### config.mk
export PLATFORM = sky130hd
export DESIGN_NAME = scan_reg_port
export DESIGN_NICKNAME = d
export VERILOG_FILES = /design/src/rtl/scan_reg_port_pkg.sv /design/src/rtl/srp_dr.sv /design/src/rtl/srp_chain_select.sv /design/src/rtl/srp_bus_ctrl.sv /design/src/rtl/scan_reg_port.sv
export SDC_FILE = /design/constraint.sdc
export NUM_CORES = 1
export LEC_CHECK = 0
export BUFFER_PORTS_ARGS = -buffer_cell sky130_fd_sc_hd__buf_2
export CAP_MARGIN = 25
export CELL_PAD_IN_SITES_DETAIL_PLACEMENT = 0
export CELL_PAD_IN_SITES_GLOBAL_PLACEMENT = 1
export CORE_ASPECT_RATIO = 0.75
export CORE_MARGIN = 1.5
export CORE_UTILIZATION = 45
export DETAILED_ROUTE_END_ITERATION = 6
export PLACE_DENSITY = 0.9
export SETUP_SLACK_MARGIN = 0.3
export SYNTH_ARGS = -nofsm -noshare
export SYNTH_HDL_FRONTEND = slang
export SYNTH_HIERARCHICAL = 1
export SYNTH_SLANG_ARGS = --single-unit
### constraint.sdc
create_clock -name clk -period 4.23 [get_ports clk]
set_clock_uncertainty 0.2 [all_clocks]
set_input_delay 0.423 -clock clk [delete_from_list [all_inputs] [get_ports clk]]
set_output_delay 0.423 -clock clk [all_outputs]
set_load 0.03 [all_outputs]
### src/rtl/scan_reg_port_pkg.sv
package scan_reg_port_pkg;
  // Which data register currently feeds the serial output
  typedef enum logic [1:0] {
    SRC_BYPASS = 2'd0,
    SRC_SELECT = 2'd1,
    SRC_ACCESS = 2'd2
  } tdo_src_e;
endpackage

### src/rtl/srp_dr.sv
// Generic JTAG data register: parallel capture, LSB-first shift.
module srp_dr #(
  parameter int W = 8
) (
  input  logic         clk,
  input  logic         rst,
  input  logic         en,
  input  logic         capture,
  input  logic         shift,
  input  logic         tdi,
  input  logic [W-1:0] cap_val,
  output logic [W-1:0] q
);
  logic [W-1:0] shifted;

  generate
    if (W == 1) begin : g_single
      assign shifted = tdi;
    end else begin : g_multi
      assign shifted = {tdi, q[W-1:1]};
    end
  endgenerate

  always_ff @(posedge clk) begin
    if (rst) begin
      q <= '0;
    end else if (en && capture) begin
      q <= cap_val;
    end else if (en && shift) begin
      q <= shifted;
    end
  end
endmodule

### src/rtl/srp_chain_select.sv
// Holds the selected chain number and decodes which data register is live.
module srp_chain_select #(
  parameter int               SEL_W     = 5,
  parameter int               IR_W      = 4,
  parameter logic [IR_W-1:0]  SEL_IR    = 4'h2,
  parameter logic [IR_W-1:0]  ACCESS_IR = 4'hC,
  parameter logic [SEL_W-1:0] CHAIN_ID  = '0,
  parameter logic [SEL_W-1:0] SEL_RST   = '1
) (
  input  logic             clk,
  input  logic             rst,
  input  logic [IR_W-1:0]  ir_code,
  input  logic             update_dr,
  input  logic [SEL_W-1:0] sel_shift,
  output logic [SEL_W-1:0] chain_sel,
  output logic             is_sel,
  output logic             access_on
);
  assign is_sel    = (ir_code == SEL_IR);
  assign access_on = (ir_code == ACCESS_IR) && (chain_sel == CHAIN_ID);

  always_ff @(posedge clk) begin
    if (rst) begin
      chain_sel <= SEL_RST;
    end else if (update_dr && is_sel) begin
      chain_sel <= sel_shift;
    end
  end

  AST_SEL_ONLY_ON_UPDATE: assert property (@(posedge clk) disable iff (rst)
    !(update_dr && (ir_code == SEL_IR)) |=> $stable(chain_sel));
endmodule

### src/rtl/srp_bus_ctrl.sv
// Turns an updated command word into bus strobes and keeps the last read value.
module srp_bus_ctrl #(
  parameter int DATA_W = 32,
  parameter int ADDR_W = 7
) (
  input  logic                          clk,
  input  logic                          rst,
  input  logic                          go,
  input  logic [DATA_W+ADDR_W:0]        cmd_word,
  input  logic [DATA_W-1:0]             bus_rdata,
  output logic [ADDR_W-1:0]             bus_addr,
  output logic [DATA_W-1:0]             bus_wdata,
  output logic                          bus_we,
  output logic                          bus_re,
  output logic [DATA_W-1:0]             rd_hold
);
  localparam int CHAIN_W = DATA_W + ADDR_W + 1;
  localparam int DIR_BIT = CHAIN_W - 1;

  logic                is_write;
  logic [ADDR_W-1:0]   cmd_addr;
  logic [DATA_W-1:0]   cmd_data;

  assign is_write = cmd_word[DIR_BIT];
  assign cmd_addr = cmd_word[DIR_BIT-1:DATA_W];
  assign cmd_data = cmd_word[DATA_W-1:0];

  always_ff @(posedge clk) begin
    if (rst) begin
      bus_we    <= 1'b0;
      bus_re    <= 1'b0;
      bus_addr  <= '0;
      bus_wdata <= '0;
    end else begin
      bus_we <= go && is_write;
      bus_re <= go && !is_write;
      if (go) begin
        bus_addr  <= cmd_addr;
        bus_wdata <= cmd_data;
      end
    end
  end

  always_ff @(posedge clk) begin
    if (rst) begin
      rd_hold <= '0;
    end else if (bus_re) begin
      rd_hold <= bus_rdata;
    end
  end

  AST_HOLD_ONLY_ON_READ: assert property (@(posedge clk) disable iff (rst)
    !bus_re |=> $stable(rd_hold));
endmodule

### src/rtl/scan_reg_port.sv
module scan_reg_port
  import scan_reg_port_pkg::*;
#(
  parameter int               DATA_W    = 32,
  parameter int               ADDR_W    = 7,
  parameter int               SEL_W     = 5,
  parameter int               IR_W      = 4,
  parameter logic [IR_W-1:0]  SEL_IR    = 4'h2,
  parameter logic [IR_W-1:0]  ACCESS_IR = 4'hC,
  parameter logic [SEL_W-1:0] CHAIN_ID  = '0,
  parameter logic [SEL_W-1:0] SEL_RST   = '1
) (
  input  logic              clk,
  input  logic              rst,
  input  logic [IR_W-1:0]   ir_code,
  input  logic              capture_dr,
  input  logic              shift_dr,
  input  logic              update_dr,
  input  logic              tdi,
  output logic              tdo,
  output logic [ADDR_W-1:0] bus_addr,
  output logic [DATA_W-1:0] bus_wdata,
  output logic              bus_we,
  output logic              bus_re,
  input  logic [DATA_W-1:0] bus_rdata
);
  localparam int CHAIN_W = DATA_W + ADDR_W + 1;

  logic [SEL_W-1:0]   chain_sel;
  logic [SEL_W-1:0]   sel_q;
  logic [CHAIN_W-1:0] acc_q;
  logic [CHAIN_W-1:0] acc_cap;
  logic [0:0]         byp_q;
  logic [DATA_W-1:0]  rd_hold;
  logic               is_sel;
  logic               access_on;
  logic               byp_on;
  tdo_src_e           src;

  srp_chain_select #(
    .SEL_W(SEL_W), .IR_W(IR_W), .SEL_IR(SEL_IR), .ACCESS_IR(ACCESS_IR),
    .CHAIN_ID(CHAIN_ID), .SEL_RST(SEL_RST)
  ) u_select (
    .clk(clk), .rst(rst), .ir_code(ir_code), .update_dr(update_dr),
    .sel_shift(sel_q), .chain_sel(chain_sel), .is_sel(is_sel),
    .access_on(access_on)
  );

  assign byp_on  = !is_sel && !access_on;
  assign acc_cap = {{(ADDR_W + 1){1'b0}}, rd_hold};

  srp_dr #(.W(SEL_W)) u_sel_dr (
    .clk(clk), .rst(rst), .en(is_sel), .capture(capture_dr),
    .shift(shift_dr), .tdi(tdi), .cap_val(chain_sel), .q(sel_q)
  );

  srp_dr #(.W(CHAIN_W)) u_acc_dr (
    .clk(clk), .rst(rst), .en(access_on), .capture(capture_dr),
    .shift(shift_dr), .tdi(tdi), .cap_val(acc_cap), .q(acc_q)
  );

  srp_dr #(.W(1)) u_byp_dr (
    .clk(clk), .rst(rst), .en(byp_on), .capture(capture_dr),
    .shift(shift_dr), .tdi(tdi), .cap_val(1'b0), .q(byp_q)
  );

  srp_bus_ctrl #(.DATA_W(DATA_W), .ADDR_W(ADDR_W)) u_bus (
    .clk(clk), .rst(rst), .go(update_dr && access_on), .cmd_word(acc_q),
    .bus_rdata(bus_rdata), .bus_addr(bus_addr), .bus_wdata(bus_wdata),
    .bus_we(bus_we), .bus_re(bus_re), .rd_hold(rd_hold)
  );

  always_comb begin
    if (access_on)   src = SRC_ACCESS;
    else if (is_sel) src = SRC_SELECT;
    else             src = SRC_BYPASS;
  end

  always_comb begin
    case (src)
      SRC_ACCESS: tdo = acc_q[0];
      SRC_SELECT: tdo = sel_q[0];
      default:    tdo = byp_q[0];
    endcase
  end

  AST_STROBE_EXCLUSIVE: assert property (@(posedge clk) disable iff (rst)
    !(bus_we && bus_re));
  AST_WE_AFTER_UPDATE: assert property (@(posedge clk) disable iff (rst)
    bus_we |-> ($past(update_dr) && $past(ir_code) == ACCESS_IR));
  AST_RE_AFTER_UPDATE: assert property (@(posedge clk) disable iff (rst)
    bus_re |-> ($past(update_dr) && $past(ir_code) == ACCESS_IR));
  AST_NO_ACCESS_UNSELECTED: assert property (@(posedge clk) disable iff (rst)
    (update_dr && !access_on) |=> (!bus_we && !bus_re));
endmodule

# Word-level counts from Yosys, hierarchy flattened
# Cells that the tools add are included.
# Widths: inputs -> output; s select.
# word_totals
reg_bits	124
# op_classes
n_eq_ne	4
muxes	7
reduce_logical	20
# ops
operator	count
$mux 32	2
$logic_and 1x1->1	12
$mux 5	2
$logic_not 5->1	1
$eq 4x2->1 const B	1
$eq 4x4->1 const B	1
$reduce_bool 2->1	2
$reduce_or 2->1	2
$logic_not 1->1	3
$eq 2x1->1 const B	1
$eq 2x2->1 const B	1
$mux 2	1
$pmux 1 s2	1
$mux 1	1

# Depth between registers and ports, before layout
# Gate-level depths: netlist of the first run.
# depth
word_depth	6
depth_mapped	8
ltp_nobuf	7

# Cells and area by module
# The synthesis of the first run kept the hierarchy.
# by_module_without_submodules
mod	instances	cells_per_inst	area_each_um2	seq_area_each_um2
srp_bus_ctrl	1	234	2637.5	1461.4
srp_dr at u_acc_dr	1	221	1609.0	800.8
srp_chain_select	1	20	234.0	100.1
srp_dr at u_sel_dr	1	30	225.2	100.1
srp_dr at u_byp_dr	1	7	53.8	20.0
scan_reg_port	1	6	32.5	0.0

# Worst setup path after synthesis of the first run
# Ideal clock, no wire load.
# synth_path
kind	input port to flip-flop
startpoint	input port ir_code[1]
endpoint	register u_bus.bus_wdata[0]
setup_ps	128
arrival_ps	2133
required_time_ps	3902
setup_slack_ps	1769
cell_stages	8
path_cell_list	nor4_1 nand3_1 nor4_1 and2_1 buf_6 buf_12 mux2i_1 nor2_1
# synth_via
elab_chain_len	3
# synth_lines
element	line	source
start, declared	scan_reg_port.sv:15	input logic [IR_W-1:0] ir_code,
$eq 4x4->1	srp_chain_select.sv:20	assign access_on = (ir_code == ACCESS_IR) && (chain_sel == CHAIN_ID);
$logic_and 1x1->1	srp_chain_select.sv:20	
via access_on	scan_reg_port.sv:36	logic access_on;
$logic_and 1x1->1	scan_reg_port.sv:68	.clk(clk), .rst(rst), .go(update_dr && access_on), .cmd_word(acc_q),
end signal, assigned	srp_bus_ctrl.sv:39	bus_wdata <= cmd_data;
end, declared	srp_bus_ctrl.sv:12	output logic [DATA_W-1:0] bus_wdata,
# The timed path passes the listed nets, and every way through them passes these cells.
# A chain may end at the register's enable or synchronous reset.

# Worst setup path in the final report of the first run
# layout_path
startpoint	register u_select.chain_sel[1]
endpoint	register u_bus.bus_wdata[22]
# layout_via
elab_chain_len	3
# layout_lines
element	line	source
start, declared	srp_chain_select.sv:15	output logic [SEL_W-1:0] chain_sel,
start signal, assigned	srp_chain_select.sv:26	chain_sel <= sel_shift;
$logic_not 5->1	srp_chain_select.sv:20	
$logic_and 1x1->1	srp_chain_select.sv:20	
via access_on	scan_reg_port.sv:36	
$logic_and 1x1->1	scan_reg_port.sv:68	
# The timed path passes the listed nets, and every way through them passes these cells.

==> results by group, run 1 <==
Synth
  – Most common cell in the netlist: nor2_1
  – Post-synth EDFFs: 0
  – Largest cells by area after synthesis: dfxtp_1, nor2_1, mux2i_1
  – Synth Instances: 518
  – Area leader, netlist: dfxtp_1
  – Post-synth top flop: dfxtp_1
  – Synth Area per Inst: 9.25 um2
  – Distinct cells, synth: 30
  – Yosys warning count: 6
  – Async set or reset register ratio after synthesis: 0%
  – Post-synth top area share: ~52%
  – Commonest cells post-synth: nor2_1, dfxtp_1, mux2i_1
  – Synth Register Bits: ~120
  – Syn Std Cell Area: about 0.0048 mm2
  – Seq/Total Area, Yosys: between 50 and 60%

Final layout
  – Fill cells: 916
  – Fin area: between 0.005 and 0.006 mm2
  – Post-layout util: about 55%
  – Nets: approximately 640
  – Ant diodes: 0
  – Share of cells above drive strength 1: 19.1%
  – Post-route insts no fill: 747
  – Area growth, synth to finish: 19.2%

Worst setup path
  – CP endpoint kind: flip-flop
  – Worst path required time: 4.27 ns
  – Worst r2r src: u_select/chain_sel[1]
  – Worst setup SP type: flip-flop
  – Arrival @ worst endpoint: roughly 2.5 ns
  – Kind of critical path: reg -> reg
  – CP startpoint: u_select/chain_sel[1]
  – Crit path max fanout: 41

STA
  – Final Hold Fails: 0
  – Final min period: ~2.5 ns
  – Setup WS post-layout: about 1.7 ns
  – Achievable frequency: slightly above 400 MHz
  – Setup TNS: 0 ns
  – Max-slew headroom: 32.9%
  – RSZ-0062 raised after global routing: no
  – Final setup fails: 0
  – Period utilization: between 50% and 60%
  – Worst Tran Pin Value: 1.01 ns
  – Final Hold Slack: approximately 0.060 ns
  – Final-report max-slew violation count: 0

GRT
  – First-pass GRT wire length: roughly 17 mm
  – Largest net degree at the start of global routing: between 80 and 90
  – Initial antenna violation count: 0
  – Global Route Usage Sum: roughly a fifth
  – GRT overflow: 0
  – Via count of the first global-routing pass: approximately 3,600

Pwr
  – Peak supply drop: around 240 uV
  – Power density over the cells: around 430 mW/mm2
  – Total power: 2.48 mW
  – LEAKAGE: ~2.4 nW

CTS
  – CTS resizes: 0
  – TritonCTS clock tree: yes
  – CTS Hold Bufs: 0
  – Clk pin slew, worst setup/hold paths: around 0.050 ns
  – Total setup buffers inserted after CTS: 0
  – Sink Count: roughly 120
  – Clock buffer count from CTS: 17
  – H-tree depth: 4
  – CTS max path bufs: 2
  – Root Buffer: clkbuf_16
  – Clock latency on the worst-skew pair: 0.39 ns

Run status
  – Status: finished, final reports clean

Detailed routing
  – Metal-1 WL: 4.95 mm
  – First-iteration detailed-routing DRC count: 291
  – Top Metal Used: met4
  – DRT Pass-1 Iters: 5
  – Routed vias: between 3,000 and 4,000
  – Drt wl/cell: between 10 and 15 um
  – Vias per cell: ~5
  – Final ANT Viol Nets: 0
  – DRT Wirelength: between 10 and 15 mm
  – DRC: 0
  – Met3 WL: roughly 710 um
  – Met2 Wirelength: around 4.4 mm

Flow run
  – # Max-Cap Violations: 0

Floorplan
  – Die area: about 0.011 mm2
  – Die width: ~120 um
  – IO Pins: 84
  – Starting Density: roughly 46%
  – Die height: 92.4 um
  – Core Box Area: 0.0103 mm2
  – Num rows: 32

Place
  – Routability Congestion: a little under 0.8
  – Placed cells: 718
  – I/O Buffers: 83
  – Place WS: approximately 1.6 ns
  – HPWL after DPL: 6.36 mm
  – Dpl cell area: 0.00520 mm2

Min path
  – Worst Min Path Start: bus_rdata[0]
  – Hold WC Path Type: in -> reg
path summary, 6_finish.rpt:
| path | to | slack (ns) | cells after the start |
|---|---|---|---|
| setup / recovery | u_bus/bus_wdata[22] | 1.75 | 8 |
| hold / removal | u_bus/rd_hold[0] | 0.06 | 3 |
| setup reg to reg | u_bus/bus_wdata[22] | 1.75 | 8 |
| hold reg to reg | u_select/chain_sel[2] | 0.28 | 1 |
placed cells by master (no fill, tap or decap), drive strengths merged:
master,n
nor4b,1
nand3b,3
inv,2
and3b,1
mux2i,72
o21a,2
buf,89
clkinv,2
nor3b,1
or2,1
conb,9
nor3,1
a31o,5
nand2,7
dfxtp,124
o22ai,3
nor4,45
a21o,5
nand3,1
a21oi,1
o21ai,1
clkbuf,27
a2111oi,2
nor2,205
and2,1
critical path, cell delays in order (launching register included):
cell and delay, ns:
dfxtp_1 0.33, nor4_1 0.27, nand3_1 0.11, nor4_1 0.17, buf_4 0.20, and2_2 0.14, buf_4 0.53, mux2i_1 0.28
nor2_1 0.06
state kept, by name, summed over array words and instances (netlist names):
register	flops
u_bus/bus_we	1
u_bus/rd_hold	32
u_bus/bus_addr	7
u_sel_dr/q	5
u_acc_dr/q	40
u_byp_dr/q	1
u_select/chain_sel	5
u_bus/bus_wdata	32
u_bus/bus_re	1
area by class of cell:
class	count	area (um2)	area share, %
sequential	124	2480	43.5
timing repair buffer	89	463	8.11
clock buffer	27	503	8.81
tap	136	170	2.98
clock inverter	2	10.0	0.175
multi-input combinational	367	2070	36.3
inverter	2	7.51	0.131
kinds of logic after synthesis:
family	synth area share, %
compound gates	3.11
buf+inv	5.56
mux	15.0
flops	51.8
other cells	0.0783
simple gates	24.4
metal layers:
layer | GRT usage (%) | up-vias
li1 | - | 1907
met1 | 24.7 | 1702
met2 | 29.4 | 111
met3 | 6.22 | 6
met4 | 7.07 | 0
met5 | 0 | -
report_power, final:
| part | internal, mW | leakage (nW) | switching [mW] | total (mW) |
|---|---|---|---|---|
| Combinational | 0.0233 | 1.17 | 0.0371 | 0.0605 |
| Sequential | 1.17 | 1.00 | 0.00268 | 1.18 |
| Clock | 0.798 | 0.253 | 0.446 | 1.24 |
(Power assumes the default switching activity.)
==> run 2: changes to the inputs <==
CORE_UTILIZATION = 42   (was 45)
PLACE_DENSITY = 0.85   (was 0.9)
clock period = 2.3 ns   (was 4.23 ns; I/O delays follow)
==> results by group, run 2 (same netlist as run 1, synthesis figures left out) <==
Pwr
  – Seq pwr share: 41.9% (was 47.4%)
  – Pint: 4.15 mW (was 1.99 mW)
  – Clock power share: 54.8% (was 50.1%)
  – LEAKAGE: 3.10 nW (was 2.42 nW)
  – Peak supply drop: 552 uV (was 245 uV)
  – Psw: 1.01 mW (was 0.486 mW)
  – Power density over the cells: 688 mW/mm2 (was 434 mW/mm2)
  – Gate power share: 3.3% (was 2.4%)
  – Sw Ratio: 19.6% (about the same)

CTS
  – TritonCTS clock tree: yes (unchanged)
  – Clock buffer count from CTS: 17 (unchanged)
  – Clk pin slew, worst setup/hold paths: 0.05 ns (about the same)
  – CTS max path bufs: 2 (unchanged)
  – Root Buffer: clkbuf_16 (unchanged)
  – H-tree depth: 4 (unchanged)
  – Clock latency on the worst-skew pair: 0.41 ns (was 0.39 ns)
  – Sink Count: 124 (unchanged)

Floorplan
  – Starting Density: 43.5% (was 46.4%)
  – Core Box Area: 0.0110 mm2 (was 0.0103 mm2)
  – IO Pins: 84 (unchanged)
  – Num rows: 33 (was 32)
  – Die height: 95.5 um (was 92.4 um)
  – Die width: 126 um (was 122 um)
  – Die area: 0.0121 mm2 (was 0.0113 mm2)

GRT
  – Global route hottest layer: met2 (unchanged)
  – Global Route Usage Sum: 23.7% (was 19.0%)
  – GRT overflow: 0 (unchanged)
  – Via count of the first global-routing pass: 4,147 (was 3,560)
  – Met1 Use GR: 29.1% (was 24.7%)
  – Grt met3 use: 7.07% (was 6.22%)
  – Initial antenna violation count: 1 (was 0)
  – Largest net degree at the start of global routing: 78 (was 89)
  – First-pass GRT wire length: 21.6 mm (was 16.7 mm)
  – Met2 global-route usage: 39.8% (was 29.4%)

Place
  – HPWL after DPL: 6.78 mm (was 6.36 mm)
  – Routability Congestion: 0.733 (was 0.784)
  – I/O Buffers: 83 (unchanged)

STA
  – Final-report max-slew violation count: 0 (unchanged)
  – Final Hold Slack: 0.0209 ns (was 0.0601 ns)
  – RSZ-0062 raised after global routing: yes (was no)
  – Achievable frequency: 462 MHz (was 403 MHz)
  – Max-slew headroom: 42.2% (was 32.9%)
  – Period utilization: 94.1% (was 58.7%)
  – Setup TNS: 0 ns (unchanged)
  – Final Hold Fails: 0 (unchanged)
  – Worst Tran Pin Value: 0.866 ns (was 1.01 ns)
  – Final setup fails: 0 (unchanged)
  – Final min period: 2.16 ns (was 2.48 ns)

Detailed routing
  – DRT Pass-1 Iters: 5 (unchanged)
  – Vias per cell: 5.24 (was 4.99)
  – First-iteration detailed-routing DRC count: 330 (was 291)
  – DRT Wirelength: 14.5 mm (was 10.2 mm)
  – Drt wl/cell: 17.4 um (was 13.6 um)
  – Routed vias: 4,356 (was 3,726)
  – DRC: 0 (unchanged)
  – Final ANT Viol Nets: 0 (unchanged)

Worst setup path
  – Arrival @ worst endpoint: 2.25 ns (was 2.53 ns)
  – Worst R2R End: u_acc_dr/q[22] (was u_bus/bus_wdata[22])
  – Kind of critical path: reg -> reg (unchanged)
  – Max stage delay on crit path: 0.34 ns (was 0.53 ns)
  – Crit-path slowest cell: dfxtp_4 (was buf_4)
  – Crit path max fanout: 8 (was 41)
  – Cell Chain, Critical Path: nor4_4, nand3_2, nor4_4, buf_4, buf_6, nand3b_1, buf_12, buf_12, buf_16, nor2_2, nor4_1 (was nor4_1, nand3_1, nor4_1, buf_4, and2_2, buf_4, mux2i_1, nor2_1)
  – Worst reg2reg path depth: 11 (was 8)
  – Worst path required time: 2.39 ns (was 4.27 ns)
  – Worst r2r src: u_select/chain_sel[1] (unchanged)
  – CP endpoint kind: flip-flop (unchanged)
  – Worst setup SP type: flip-flop (unchanged)
  – CP startpoint: u_select/chain_sel[1] (unchanged)
  – Worst R2R Setup Slack: 0.14 ns (was 1.75 ns)

Final layout
  – Largest register FFs: 40 (unchanged)
  – Share of cells above drive strength 1: 33.2% (was 19.1%)
  – Nets: 722 (was 643)
  – Fill cells: 782 (was 916)
  – Area growth, synth to finish: 56.3% (was 19.2%)
  – Largest regs: u_acc_dr/q: 40 flops, u_bus/bus_wdata: 32 flops, u_bus/rd_hold: 32 flops (unchanged)
  – Biggest register: u_acc_dr/q (unchanged)
  – Commonest cells after routing, fill and taps aside: nor2_1, dfxtp_1, buf_2 (unchanged)
  – Commonest non-fill, non-tap cell in the layout: nor2_1 (unchanged)

Min path
  – Hold Path Sink: u_sel_dr/q[4] (was u_bus/rd_hold[0])
  – Worst hold path depth: 3 (unchanged)
  – Hold WC Path Type: in -> reg (unchanged)
  – Worst Min Path Start: capture_dr (was bus_rdata[0])

Flow run
  – # Max-Cap Violations: 0 (unchanged)

Run status
  – Status: finished, final reports clean (unchanged)
[run 2: changes by cell type in the layout (fill, tap and decap cells not counted), moves of 5 or more]
cell,delta
clkbuf_1,-5
dlygate4sd3_1,+32
buf_12,+15
nor2_2,+19
nor4_2,+5
nor4_1,-7
buf_6,+5
nor2_1,-45
buf_4,+7
nor2_4,+26
buf_16,+21
[run 2: per-stage QoR]
step           worst slack, ns  power [mW]  utilization [%]  area [um2]  instances
5_1_grt                 0.0222        5.30             67.9        7490        830
3_5_place_dp             0.133        2.32             48.5        5340        727
6_report                 0.135        5.16             68.0        7490        831
2_1_floorplan            0.289        2.26                -        4840        526
3_3_place_gp             0.170        2.32             48.5        5340        727
4_1_cts                 0.0222        5.17             65.0        7160        819
[run 2: final cells by class]
class / count / area [um2] / area share, %
well taps: 140 / 175 / 2.34
clock buffers: 22 / 484 / 6.46
repair buffers: 168 / 1770 / 23.6
inverters: 2 / 7.51 / 0.100
flip-flops and latches: 124 / 2490 / 33.2
multi-input cells: 367 / 2430 / 32.4
clock inverters: 7 / 138 / 1.84
diodes: 1 / 2.50 / 0.0334
[run 2: how the worst max path moves through the flow]
stage                          end  slack [ns]  cells after the start
2_1_floorplan   u_bus/bus_wdata[0]        0.29                      8
3_3_place_gp    u_bus/bus_wdata[8]        0.17                      7
3_5_place_dp     u_bus/bus_addr[5]        0.13                      7
4_1_cts                        tdo        0.02                      7
5_1_grt        u_bus/bus_wdata[25]        0.02                      9
6_report            u_acc_dr/q[22]        0.14                     11
[run 2: layer usage]
layer,wire [um],part of all wire (%)
met1,6370,44
met2,6920,48
met3,936,6.5
met4,235,1.6
met5,0,0
[run 2: what timing repair did]
item | CTS | global route
setup endpoints to repair | 81 | 83
gates cloned | 21 | 0
buffers inserted | 10 | 11
pin swaps | 7 | 18
gates resized for setup | 62 | 63
endpoints found under the hold margin | 32 | 0
hold buffers | 32 | 0
[run 2: power by group through the flow]
stage	Sequential [mW]	Clock [mW]	Combinational [mW]
after detailed placement	2.21	0	0.119
final	2.16	2.82	0.170
after global placement	2.21	0	0.115
after global routing	2.16	2.96	0.183
after floorplan	2.21	0	0.0557
after CTS	2.16	2.84	0.165
[run 2: critical path, delay by kind of cell, from the launching register on]
kind          cells  cell delay (ns)
flops             1             0.34
simple gates      6             0.77
buf+inv           5             0.73
==> run 3: changes to the inputs <==
BUFFER_PORTS_ARGS = -buffer_cell sky130_fd_sc_hd__buf_4   (was -buffer_cell sky130_fd_sc_hd__buf_2)
==> results by group, run 3 (same netlist as run 1, synthesis figures left out) <==
Run status
  – Status: finished, final reports clean (unchanged)

Place
  – HPWL after DPL: 6.87 mm (was 6.78 mm)
  – Routability Congestion: 0.763 (was 0.733)
  – Placed cells: 728 (was 727)
  – I/O Buffers: 83 (unchanged)

GRT
  – First-pass GRT wire length: 20.2 mm (was 21.6 mm)
  – Largest net degree at the start of global routing: 48 (was 78)
  – Via count of the first global-routing pass: 3,967 (was 4,147)
  – Initial antenna violation count: 0 (was 1)
  – Global Route Usage Sum: 21.8% (was 23.7%)
  – GRT overflow: 0 (unchanged)

Detailed routing
  – DRC: 0 (unchanged)
  – Vias per cell: 5.21 (was 5.24)
  – First-iteration detailed-routing DRC count: 260 (was 330)
  – Final ANT Viol Nets: 0 (unchanged)
  – DRT Wirelength: 14.1 mm (was 14.5 mm)
  – Routed vias: 4,298 (was 4,356)
  – DRT Pass-1 Iters: 4 (was 5)
  – Drt wl/cell: 17.1 um (was 17.4 um)

Pwr
  – Sw Ratio: 19.8% (was 19.6%)
  – Peak supply drop: 649 uV (was 552 uV)
  – Gate power share: 3.7% (was 3.3%)
  – Power density over the cells: 706 mW/mm2 (was 688 mW/mm2)
  – Pint: 4.44 mW (was 4.15 mW)
  – Seq pwr share: 39.0% (was 41.9%)
  – Clock power share: 57.3% (was 54.8%)
  – LEAKAGE: 3.15 nW (was 3.10 nW)
  – Total power: 5.54 mW (was 5.16 mW)
  – Psw: 1.10 mW (was 1.01 mW)

Worst setup path
  – Worst setup SP type: flip-flop (unchanged)
  – Arrival @ worst endpoint: 1.84 ns (was 2.25 ns)
  – Worst R2R End: u_acc_dr/q[36] (was u_acc_dr/q[22])
  – Worst r2r src: u_select/chain_sel[2] (was u_select/chain_sel[1])
  – Crit path max fanout: 3 (was 8)
  – Worst R2R Setup Slack: 0.07 ns (was 0.14 ns)
  – Worst path required time: 1.87 ns (was 2.39 ns)
  – CP endpoint kind: output pin (was flip-flop)
  – Cell Chain, Critical Path: nor4_2, nand3_1, nor4_4, buf_4, nand2_2, o21ai_2, buf_6 (was nor4_4, nand3_2, nor4_4, buf_4, buf_6, nand3b_1, buf_12, buf_12, buf_16, nor2_2, nor4_1)
  – Worst reg2reg path depth: 9 (was 11)
  – Kind of critical path: reg -> out (was reg -> reg)
  – CP startpoint: u_select/chain_sel[2] (was u_select/chain_sel[1])
  – Crit-path slowest cell: dfxtp_2 (was dfxtp_4)
  – Max stage delay on crit path: 0.32 ns (was 0.34 ns)

STA
  – Period utilization: 98.9% (was 94.1%)
  – Setup TNS: 0 ns (unchanged)
  – Final setup fails: 0 (unchanged)
  – Final-report max-slew violation count: 0 (unchanged)
  – Final Hold Fails: 0 (unchanged)
  – Achievable frequency: 440 MHz (was 462 MHz)
  – RSZ-0062 raised after global routing: yes (unchanged)
  – Final min period: 2.27 ns (was 2.16 ns)

Min path
  – Hold Path Sink: u_sel_dr/q[4] (unchanged)
  – Worst Min Path Start: tdi (was capture_dr)
  – Hold WC Path Type: in -> reg (unchanged)
  – Worst hold path depth: 3 (unchanged)

Floorplan
  – Die area: 0.0121 mm2 (unchanged)
  – Core Box Area: 0.0110 mm2 (unchanged)
  – Starting Density: 43.5% (unchanged)
  – Num rows: 33 (unchanged)
  – IO Pins: 84 (unchanged)
  – Die height: 95.5 um (unchanged)
  – Die width: 126 um (unchanged)

Final layout
  – Fill cells: 748 (was 782)
  – Largest regs: u_acc_dr/q: 40 flops, u_bus/bus_wdata: 32 flops, u_bus/rd_hold: 32 flops (unchanged)
  – Post-route insts no fill: 825 (was 831)
  – Share of cells above drive strength 1: 38.7% (was 33.2%)
  – Ant diodes: 0 (was 1)
  – Nets: 714 (was 722)
  – Biggest register: u_acc_dr/q (unchanged)
  – Largest register FFs: 40 (unchanged)
  – Commonest cells after routing, fill and taps aside: nor2_1, dfxtp_1, buf_4 (was nor2_1, dfxtp_1, buf_2)
  – Area growth, synth to finish: 63.7% (was 56.3%)
  – Commonest non-fill, non-tap cell in the layout: nor2_1 (unchanged)

CTS
  – CTS max path bufs: 2 (unchanged)
  – Sink Count: 124 (unchanged)
  – Clk pin slew, worst setup/hold paths: 0.06 ns (was 0.05 ns)
  – Clock latency on the worst-skew pair: 0.41 ns (about the same)
  – Root Buffer: clkbuf_16 (unchanged)
  – H-tree depth: 4 (unchanged)
  – Clock buffer count from CTS: 17 (unchanged)
  – TritonCTS clock tree: yes (unchanged)

Flow run
  – # Max-Cap Violations: 0 (unchanged)
[run 3: cell type report]
cell class	instances	area [um2]	share of cell area [%]
multi-input cells	367	2740	34.9
flip-flops and latches	124	2490	31.7
repair buffers	160	1730	22.1
clock buffers	18	439	5.60
clock inverters	14	265	3.38
well taps	140	175	2.23
inverters	2	7.51	0.0957
[run 3: how the worst max path moves through the flow]
stage                         endpoint  slack [ns]  depth (start not counted)
floorplan           u_bus/bus_wdata[0]        0.29                          8
global placement    u_bus/bus_wdata[2]        0.25                          7
detailed placement      u_acc_dr/q[21]        0.18                          8
CTS                                tdo        0.09                          6
global route                       tdo       -0.06                          7
finish                             tdo        0.03                          7
[run 3: per-stage QoR]
step / hold WS [ns] / area [um2] / utilization (%) / setup WS (ns)
3_3_place_gp: 0.260 / 5560 / 50.4 / 0.254
6_report: 0.0453 / 7840 / 71.1 / 0.0263
2_1_floorplan: 0.0989 / 4840 / - / 0.289
4_1_cts: 0.0159 / 7160 / 65.0 / 0.0922
5_1_grt: 0.0637 / 7840 / 71.1 / -0.0641
3_5_place_dp: 0.271 / 5560 / 50.4 / 0.175
[run 3: critical path: cells and delay by family, from the launching register on]
kind            cells  cell delay, ns
simple gates        4            0.72
compound gates      1            0.06
flops               1            0.32
buf+inv             2            0.34
[run 3: power by group through the flow]
| stage | combinational (mW) | sequential [mW] | clock (mW) |
|---|---|---|---|
| floorplan | 0.0557 | 2.21 | 0 |
| global placement | 0.139 | 2.21 | 0 |
| global route | 0.218 | 2.16 | 3.30 |
| detailed placement | 0.141 | 2.21 | 0 |
| finish | 0.203 | 2.16 | 3.18 |
| CTS | 0.192 | 2.16 | 3.19 |
[run 3: metal layers]
layer	routed length, um	part of all wire, %	vias up	track usage (%)
li1	-	-	2071	-
met1	6270	44	2043	28.0
met2	6830	48	158	36.5
met3	780	5.5	26	5.22
met4	225	1.6	0	6.99
met5	0	0	-	0
[run 3: timing repair]
| action | in CTS | in global routing |
|---|---|---|
| hold buffers | 34 | 0 |
| hold endpoints to repair | 39 | 0 |
| pin swaps | 7 | 21 |
| buffers inserted | 11 | 6 |
| gates resized for setup | 47 | 130 |
| cloned | 11 | 3 |
| setup endpoints to repair | 80 | 82 |
